## src/rtl/arb5_pkg.sv

```systemverilog
package arb5_pkg;
  localparam int NUM_M   = 5;
  localparam int PRIO_W  = 3;
  localparam int LVL_MAX = 5;
  localparam int CFG_W   = 32;
  localparam int IDX_W   = $clog2(NUM_M);

  typedef logic [IDX_W-1:0]  idx_t;
  typedef logic [PRIO_W-1:0] lvl_t;
  typedef logic [CFG_W-1:0]  cfg_t;

  // raw rank field of master m
  function automatic lvl_t rank_field(cfg_t cfg, int m);
    return cfg[1 + m*PRIO_W +: PRIO_W];
  endfunction

  // effective rank: all equal in rotation mode, out-of-range folds to lowest
  function automatic lvl_t eff_level(lvl_t raw, logic rot_mode);
    if (rot_mode) return lvl_t'(1);
    if (raw == '0 || raw > lvl_t'(LVL_MAX)) return lvl_t'(1);
    return raw;
  endfunction

  function automatic idx_t wrap_inc(idx_t i);
    return (i == idx_t'(NUM_M-1)) ? '0 : i + idx_t'(1);
  endfunction
endpackage

```

## src/rtl/arb5_cfg_reg.sv

```systemverilog
module arb5_cfg_reg
  import arb5_pkg::*;
#(
  parameter cfg_t RST_VAL = 32'h0000_0145
) (
  input  logic clk_i,
  input  logic rst_ni,
  input  logic we_i,
  input  cfg_t wdata_i,
  output cfg_t q_o
);
  always_ff @(posedge clk_i) begin
    if (!rst_ni)    q_o <= RST_VAL;
    else if (we_i)  q_o <= wdata_i;
  end
endmodule

```

## src/rtl/arb5_pick.sv

```systemverilog
module arb5_pick
  import arb5_pkg::*;
(
  input  logic [NUM_M-1:0] req_i,
  input  lvl_t [NUM_M-1:0] lvl_i,
  input  idx_t             start_i,
  output idx_t             win_o,
  output logic             any_o
);
  lvl_t best;
  always_comb begin
    best  = '0;
    win_o = '0;
    any_o = |req_i;
    // scanning in rotation order with strict compare keeps the first tie
    for (int k = 0; k < NUM_M; k++) begin
      int idx;
      idx = (int'(start_i) + k) % NUM_M;
      if (req_i[idx] && lvl_i[idx] > best) begin
        best  = lvl_i[idx];
        win_o = idx_t'(idx);
      end
    end
  end
endmodule

```

## src/rtl/arb5_bus_arbiter.sv

```systemverilog
module arb5_bus_arbiter
  import arb5_pkg::*;
#(
  parameter logic [31:0] CFG_RESET = 32'h0000_0145
) (
  input  logic        clk_i,
  input  logic        rst_ni,
  input  logic [4:0]  req_i,
  input  logic        done_i,
  input  logic        cfg_we_i,
  input  logic [31:0] cfg_wdata_i,
  output logic [31:0] cfg_rdata_o,
  output logic [4:0]  gnt_o,
  output logic        owned_o
);
  cfg_t cfg_q;
  logic owned_q;
  idx_t owner_q, ptr_q;

  arb5_cfg_reg #(.RST_VAL(CFG_RESET)) cfg_i (
    .clk_i  (clk_i),
    .rst_ni (rst_ni),
    .we_i   (cfg_we_i),
    .wdata_i(cfg_wdata_i),
    .q_o    (cfg_q)
  );

  // named events for the checker
  logic release_ev, arb_pt;
  idx_t sel_ptr;
  assign release_ev = owned_q & done_i;
  assign arb_pt     = ~owned_q | done_i;
  assign sel_ptr    = release_ev ? wrap_inc(owner_q) : ptr_q;

  lvl_t [NUM_M-1:0] lvl_w;
  for (genvar g = 0; g < NUM_M; g++) begin : g_lvl
    assign lvl_w[g] = eff_level(rank_field(cfg_q, g), cfg_q[0]);
  end

  idx_t win;
  logic any_req;
  arb5_pick pick_i (
    .req_i  (req_i),
    .lvl_i  (lvl_w),
    .start_i(sel_ptr),
    .win_o  (win),
    .any_o  (any_req)
  );

  always_ff @(posedge clk_i) begin
    if (!rst_ni) begin
      owned_q <= 1'b0;
      owner_q <= '0;
      ptr_q   <= '0;
    end else begin
      ptr_q <= sel_ptr;
      if (arb_pt) begin
        owned_q <= any_req;
        owner_q <= any_req ? win : '0;
      end
    end
  end

  for (genvar g = 0; g < NUM_M; g++) begin : g_gnt
    assign gnt_o[g] = (owner_q == idx_t'(g));
  end

  assign owned_o     = owned_q;
  assign cfg_rdata_o = cfg_q;
endmodule

```

## config.mk

```make
export PLATFORM = sky130hd
export DESIGN_NAME = arb5_bus_arbiter
export DESIGN_NICKNAME = d
export VERILOG_FILES = /design/src/rtl/arb5_pkg.sv /design/src/rtl/arb5_cfg_reg.sv /design/src/rtl/arb5_pick.sv /design/src/rtl/arb5_bus_arbiter.sv
export SDC_FILE = /design/constraint.sdc
export NUM_CORES = 1
export LEC_CHECK = 0
export ABC_AREA = 1
export BUFFER_PORTS_ARGS = -buffer_cell sky130_fd_sc_hd__buf_2
export CORE_AREA = 2 2 103 105
export CTS_CLUSTER_DIAMETER = 200
export DETAILED_ROUTE_END_ITERATION = 8
export DIE_AREA = 0 0 105 107
export GPL_TIMING_DRIVEN = 0
export PLACE_DENSITY = 0.59
export SLEW_MARGIN = 20
export SYNTH_ARGS = -nofsm -noshare
export SYNTH_HDL_FRONTEND = slang
export SYNTH_SLANG_ARGS = --single-unit
```

## constraint.sdc

```tcl
create_clock -name clk_i -period 10.56 [get_ports clk_i]
set_input_delay 2.112 -clock clk_i [delete_from_list [all_inputs] [get_ports clk_i]]
set_output_delay 2.112 -clock clk_i [all_outputs]
set_load 0.005 [all_outputs]
```

==> results.md, run 1 <==
- Avg Inst Size Synth: 6.38 sq um
- Detail Route Antenna Nets: 0
- Place WS: 1.14 ns
- Max H-tree Level: 2
- Iter 0 DRT Violations: 257
- Post-Synthesis Cell Area: 0.00395 sq mm
- IO Count: 79
- Die area: 0.0112 sq mm
- Max_cap viols: 0
- Reg2Reg Depth: 59
- Synth warn: 0
- Max Clk Rate: 109 MHz
- Clock Path Buffers: 2
- Crit start category: input pin
- Setup Crit Path Kind: input pin to flop
- Average via count per standard cell: 5.16
- Worst Hold Class: flop to flop
- Core ar.: 0.0101 sq mm
- Reg area: 781 sq um
- Clock skew: 0.00954 ns
- Worst slew pin tran: 0.699 ns
- Cts bufs inserted: 5
- Iteration count of the initial detailed-routing pass: 5
- Syn Nets: 689
- Antenna cells: 0
- DRC: 0
- Post-synth EDFFs: 0
- Synthesized instance count: 619
- IO buf count: 78
- Multi-input gate area: 0.00276 sq mm
- Register area share after synthesis: 0.198
- Max IR drop VDD: 0.163 mV
- Max incr delay on CP: 0.33 ns
- Final Hold Fails: 0
- CTS clk-pin slew, worst paths: 0.08 ns
- Initial Util: 0.391
- PostCTS Resize Cnt: 0
- Worst EP required: 10.79 ns
- Clk pwr share: 0.071
- Setup TNS: 0 ns
- FF+latch count, synth: 39
- Vias: 4338
- Asr flop ratio synth: 0
- First-pass GRT wire length: 19700 um
- Synth top area share: 0.198
- Post-synth cell types: 44
- Crit-path max FO: 10
- Prevailing post-synth register cell: dfxtp_1
- Root Driver: clkbuf_8
- GRT Total Usage: 0.215
- Crit-path slowest cell: ha_1
- Total wire length: 11800 um
- TritonCTS clock tree: done
- Cell-internal power: 0.619 mW
- Final nets: 774
- Chip Width: 105 um
- Layout cells sized above 1: 0.241
- Setup Buffers After CTS: 0
- Fillers: 1109
- Critical path's most frequent cell: nand2_1
- Worst EP arrival: 9.41 ns
- CTS sink count: 39
- Area leader, netlist: dfxtp_1
- GR Overflow Total: 0
- Fin crit share: 0.869
- Hold Slack: 0.504 ns
- Status: finished, final reports clean
- Synth area leaders: dfxtp_1 20%, nand2_1 12%, ha_1 9.2%
- Crit. path cell count: 57
- Critical path buffers and inverters: 7
- Hold_buf cts: 0
- Delay-heaviest family, CP: simple AND/OR/NAND/NOR gates
- Sequential power share: 0.119
- # setup viols final: 0
- Largest net degree at the start of global routing: 13
- Minimum clock period: 9.18 ns
- Final Slew Violations: 0
- Crit. End Element: flop
- Clk Latency, worst-skew pair: 0.30 ns
- Logic pwr share: 0.810
- Worst hold stages: 2
- Final HPWL DP: 9670 um
- Relative slew slack: 0.530
- DR WL/cell: 14.0 um
- Die H: 107 um
- RePlAce Congestion: 0.904
- RSZ-0062 raised after global routing: false
- Area growth from synthesis to layout: 16.3%
- Pwr/cell area: 314 mW/mm^2
- Initial antenna violation count: 0
- Setup ws final: 1.38 ns
- P_sw: 0.824 mW
- Rows: 37
- Switching share of power: 0.571
- Vias in the first global route: 4145
- P_leak: 2.28 nW
## power by group through the flow
| stage | clock (mW) | sequential, mW | combinational (mW) |
|---|---|---|---|
| 5_1_grt | 0.112 | 0.175 | 1.31 |
| 4_1_cts | 0.106 | 0.173 | 1.16 |
| 2_1_floorplan | 0 | 0.175 | 0.890 |
| 3_3_place_gp | 0 | 0.175 | 1.13 |
| 3_5_place_dp | 0 | 0.176 | 1.16 |
| 6_report | 0.102 | 0.172 | 1.17 |
## final timing paths
check	startpoint	end	slack [ns]
setup / recovery	done_i	owner_q[0]$_SDFFE_PN0P_	1.38
hold / removal	cfg_i.q_o[29]$_SDFFE_PN0P_	cfg_i.q_o[29]$_SDFFE_PN0P_	0.50
setup reg to reg	owner_q[0]$_SDFFE_PN0P_	owner_q[0]$_SDFFE_PN0P_	2.69
hold reg to reg	cfg_i.q_o[29]$_SDFFE_PN0P_	cfg_i.q_o[29]$_SDFFE_PN0P_	0.50
## cell usage after synthesis, types with 3 or more instances
cell / count
nand2_1: 122
inv_1: 72
nor2_1: 71
o21ai_0: 56
nand3_1: 52
dfxtp_1: 39
ha_1: 29
a21oi_1: 28
nand2_2: 19
o211ai_1: 18
inv_2: 15
o21ai_2: 15
nand3_2: 8
nor3_1: 8
clkbuf_1: 7
o21ai_1: 7
nand2_4: 5
o22ai_1: 4
a21oi_2: 3
a22oi_1: 3
buf_1: 3
buf_4: 3
nor2_4: 3
xor2_1: 3
xor2_2: 3
## flip-flops by register name (all words and copies together) (netlist names)
name       cells
cfg_i.q_o     32
owner_q        3
owned_o        1
ptr_q          3
## kinds of logic (layout without fill, tap and decap cells)
kind of cell,after synthesis,in the layout,share of synthesized area
simple gates,294,294,0.348
compound gates,145,145,0.226
buf+inv,104,190,0.103
flops,39,39,0.198
fa+ha+maj,29,29,0.0919
xor+xnor,8,8,0.0329
## routing by layer
metal,wire (um),track usage
met1,5270,0.267
met2,5540,0.387
met3,795,0.0413
met4,148,0.0486
met5,0,0
## metrics by stage
step	power [mW]	instance area [sq um]	util	instances
after floorplan	1.07	3950	-	619
after global placement	1.30	4510	0.447	833
final	1.44	4600	0.455	841
after global routing	1.60	4600	0.455	841
after CTS	1.44	4600	0.455	841
after detailed placement	1.33	4510	0.447	833
## worst min-delay path, cell delays in order, from the launching register on
cell	delay [ns]
dfxtp_1	0.33
o21ai_0	0.07
nor2_1	0.07
## placed cells by master (no fill, tap or decap), types with 8 or more instances in the layout
cell / Yosys / layout
o21ai_2: 15 / 15
dfxtp_1: 39 / 39
nand2_1: 122 / 122
a21oi_1: 28 / 28
buf_2: 1 / 79
o211ai_1: 18 / 18
inv_1: 72 / 72
nand2_2: 19 / 19
nor3_1: 8 / 8
nand3_1: 52 / 52
nand3_2: 8 / 8
ha_1: 29 / 29
nor2_1: 71 / 71
o21ai_0: 56 / 56
clkbuf_1: 7 / 8
inv_2: 15 / 15
## layout make-up
| cell class | instances | area share |
|---|---|---|
| buffer | 14 | 0.0142 |
| clock buffer | 6 | 0.0158 |
| clock inverter | 2 | 0.00272 |
| inverter | 90 | 0.0743 |
| multi-input combinational | 476 | 0.601 |
| sequential | 39 | 0.170 |
| tap | 136 | 0.0370 |
| timing repair buffer | 78 | 0.0849 |
Note: power is estimated with default switching activity, not from simulation.
==> inputs of run 2 (changes only) <==
- CORE_AREA: 2 2 103 105 -> 2 2 135 137
- CTS_BUF_LIST: not set -> sky130_fd_sc_hd__clkbuf_8 sky130_fd_sc_hd__clkbuf_16
- DIE_AREA: 0 0 105 107 -> 0 0 137 139
- PLACE_DENSITY: 0.59 -> 0.41
- SYNTH_HIERARCHICAL: not set -> 1
==> run 2 against run 1 <==
Die area increased by 69%. Clock power increased by 37%. Clock-buffer cell count decreased by 1. Maximum frequency decreased by 3.2%. Final cell count increased by 22%. Clock skew decreased by 0.0068 ns. Hold slack got worse by 0.038 ns. First-iteration DRC count decreased by 26%. Core utilization decreased by 17 points. Flip-flop and latch count unchanged. Sequential power about the same.
==> results.md, run 2 <==
- Status: finished, final reports clean
- Total wire length: 13100 um (+12%)
- Final HPWL DP: 11100 um (+14%)
- Grt met1 use: 0.192 (-0.0744)
- Synthesized instance count: 712 (+15%)
- Cell-internal power: 0.613 mW (-1.0%)
- Max FFs per register: 32 (unchanged)
- Max Clk Rate: 105 MHz (-3.2%)
- Worst r2r src: owner_q[0]$_SDFFE_PN0P_
- Initial antenna violation count: 0 (unchanged)
- Layout cells sized above 1: 0.197 (-0.0437)
- Worst hold stages: 2 (unchanged)
- Clock Path Buffers: 2 (unchanged)
- Worst EP arrival: 9.70 ns (+0.29 ns)
- Minimum clock period: 9.49 ns (+0.306 ns)
- Root Driver: clkbuf_16
- Switching share of power: 0.536 (-0.0352)
- CTS clk-pin slew, worst paths: 0.06 ns (-0.02 ns)
- Setup TNS: 0 ns (unchanged)
- Area growth from synthesis to layout: 18.5%
- Clk Latency, worst-skew pair: 0.28 ns (-0.02 ns)
- Die H: 139 um (+30%)
- Fin crit share: 0.898 (+0.0290)
- Multi-input gate area: 0.00290 sq mm (+5.1%)
- Chip Width: 137 um (+30%)
- DRC: 0 (unchanged)
- Detail Route Antenna Nets: 0 (unchanged)
- Asr flop ratio synth: 0 (unchanged)
- Prevailing post-synth register cell: dfxtp_1
- First-pass GRT wire length: 21900 um (+11%)
- R2R Path End: owner_q[1]$_SDFFE_PN0P_
- Iteration count of the initial detailed-routing pass: 5 (unchanged)
- Most flops, register: cfg_i/q_o
- Critical path buffers and inverters: 12 (+5)
- Crit-path slowest cell: o21ai_0
- FF+latch count, synth: 39 (unchanged)
- IO Count: 79 (unchanged)
- Leading cell type in the layout, fill and taps excluded: nand2_1
- Gr busiest metal: met2
- Crit-path max FO: 10 (unchanged)
- Final instance area: 0.00512 sq mm (+11%)
- Relative slew slack: 0.429 (-0.101)
- CTS sink count: 39 (unchanged)
- Synth area leaders: dfxtp_1 18%, nand2_1 16%, inv_1 10%
- Met2 Use GR: 0.224 (-0.162)
- RSZ-0062 raised after global routing: false
- Pwr/cell area: 258 mW/mm^2 (-18%)
- Setup Buffers After CTS: 0 (unchanged)
- P_sw: 0.707 mW (-14%)
- Final nets: 870 (+12%)
- Final Hold Fails: 0 (unchanged)
- DR WL/cell: 12.8 um (-8.2%)
- Reg2Reg Depth: 57 (-3.4%)
- Max incr delay on CP: 0.38 ns (+0.05 ns)
- Core ar.: 0.0177 sq mm (+75%)
- Synth warn: 6 (+6)
- Synth top area share: 0.181 (-0.0170)
- Delay-heaviest family, CP: simple AND/OR/NAND/NOR gates
- Area post-placement: 0.00499 sq mm (+11%)
- Area leader, netlist: dfxtp_1
- Post-layout util: 0.290 (-0.165)
- IO buf count: 77 (-1.3%)
- Max_cap viols: 0 (unchanged)
- Antenna cells: 0 (unchanged)
- M3 GR Usage: 0.0347 (-0.00662)
- Sequential power share: 0.129 (+0.010)
- Rows: 49 (+32%)
- Avg Inst Size Synth: 6.07 sq um (-4.9%)
- Worst Hold Class: flop to flop
- GR Overflow Total: 0 (unchanged)
- P_leak: 2.78 nW (+22%)
- Cts bufs inserted: 5 (unchanged)
- Clk pwr share: 0.106 (+0.035)
- Worst slew pin tran: 0.848 ns (+0.149 ns)
- Post-synth cell types: 49 (+11%)
- Fillers: 2062 (+86%)
- Critical path's most frequent cell: nand2_1
- TritonCTS clock tree: done
- Die area: 0.0190 sq mm (+69%)
- Max IR drop VDD: 0.0953 mV (-42%)
- Largest regs: cfg_i/q_o x32, owner_q x3, ptr_q x3
- Post-synth EDFFs: 0 (unchanged)
- Worst reg-to-reg setup slack: 2.34 ns (-0.35 ns)
- Logic pwr share: 0.765 (-0.045)
- Crit start category: input pin
- RePlAce Congestion: 0.842 (-6.9%)
- Max H-tree Level: 2 (unchanged)
- Initial Util: 0.245 (-0.147)
- Crit. End Element: flop
- Syn Nets: 786 (+14%)
- Post-Synthesis Cell Area: 0.00432 sq mm (+9.4%)
- Top-count cell post-synth: nand2_1
- Final Slew Violations: 0 (unchanged)
- GRT Total Usage: 0.141 (-0.0746)
- Clock skew: 0.00270 ns (-0.00685 ns)
- Worst Hold Launch: cfg_i/q_o[18]$_SDFFE_PN0P_
- # setup viols final: 0 (unchanged)
- PostCTS Resize Cnt: 0 (unchanged)
- Worst EP required: 10.77 ns (-0.02 ns)
- Hold Path Sink: cfg_i/q_o[18]$_SDFFE_PN0P_
- Reg area: 781 sq um (unchanged)
- Register area share after synthesis: 0.181 (-0.0170)
- Largest net degree at the start of global routing: 11 (-2)
- Average via count per standard cell: 4.41 (-14%)
- Vias in the first global route: 4441 (+7.1%)
- Hold_buf cts: 0 (unchanged)
- Commonest cells after routing, fill and taps aside: 186 x nand2_1, 117 x inv_1, 90 x nor2_1, 79 x buf_2, 47 x nand3_1
- Post-synth top cells: 186 x nand2_1, 116 x inv_1, 90 x nor2_1, 47 x nand3_1, 39 x dfxtp_1
- Vias: 4517 (+4.1%)
- Iter 0 DRT Violations: 189 (-26%)
- Setup Crit Path Kind: input pin to flop
- CP Launch Point: done_i
[run 2: per-stage QoR]
| stage | std cells | setup slack (ns) | power [mW] | hold slack (ns) |
|---|---|---|---|---|
| 6_report | 1024 | 1.07 | 1.32 | 0.467 |
| 4_1_cts | 1024 | 0.911 | 1.34 | 0.471 |
| 3_3_place_gp | 1018 | 0.638 | 1.20 | 0.459 |
| 5_1_grt | 1024 | 0.0182 | 1.49 | 0.490 |
| 3_5_place_dp | 1018 | 0.655 | 1.19 | 0.461 |
| 2_1_floorplan | 712 | 2.09 | 0.957 | 0.451 |
[run 2: worst max path at each step]
stage | end | cells past startpoint
detailed placement | owner_q[1]$_SDFFE_PN0P_ | 57
global placement | owner_q[1]$_SDFFE_PN0P_ | 57
global route | owner_q[1]$_SDFFE_PN0P_ | 57
floorplan | owner_q[1]$_SDFFE_PN0P_ | 57
finish | owner_q[1]$_SDFFE_PN0P_ | 57
CTS | owner_q[1]$_SDFFE_PN0P_ | 57
[run 2: cells by family (layout without fill, tap and decap cells)]
logic type	Yosys count	in the layout	synth area share
and+or+nand+nor	381	381	0.394
buffers and inverters	144	227	0.147
AOI/OAI and AO/OA	109	109	0.168
DFF	39	39	0.181
adders and majority gates	33	33	0.0955
xor gates and xnor gates	6	6	0.0139
[run 2: area by class of cell]
type | count | area share
tap | 229 | 0.0559
inverter | 124 | 0.0916
multi-input combinational | 529 | 0.567
sequential | 39 | 0.152
buffer | 20 | 0.0327
clock buffer | 5 | 0.0244
timing repair buffer | 77 | 0.0752
clock inverter | 1 | 0.000733
[run 2: worst min-delay path, stage by stage, from the launching register on]
cell,delay [ns]
dfxtp_1,0.31
nor2_1,0.08
nor2_1,0.05
[run 2: power by group through the flow]
stage	logic (mW)	clock network (mW)	registers, mW
floorplan	0.784	0	0.173
global placement	1.03	0	0.174
detailed placement	1.02	0	0.174
CTS	1.02	0.148	0.171
global route	1.17	0.153	0.173
finish	1.01	0.140	0.170
[run 2: per-layer routing]
metal	up-vias	wire length (um)	part of all wire
li1	2445	-	-
met1	1953	6460	0.49
met2	111	5710	0.43
met3	8	867	0.066
met4	0	102	0.0078
met5	-	0	0
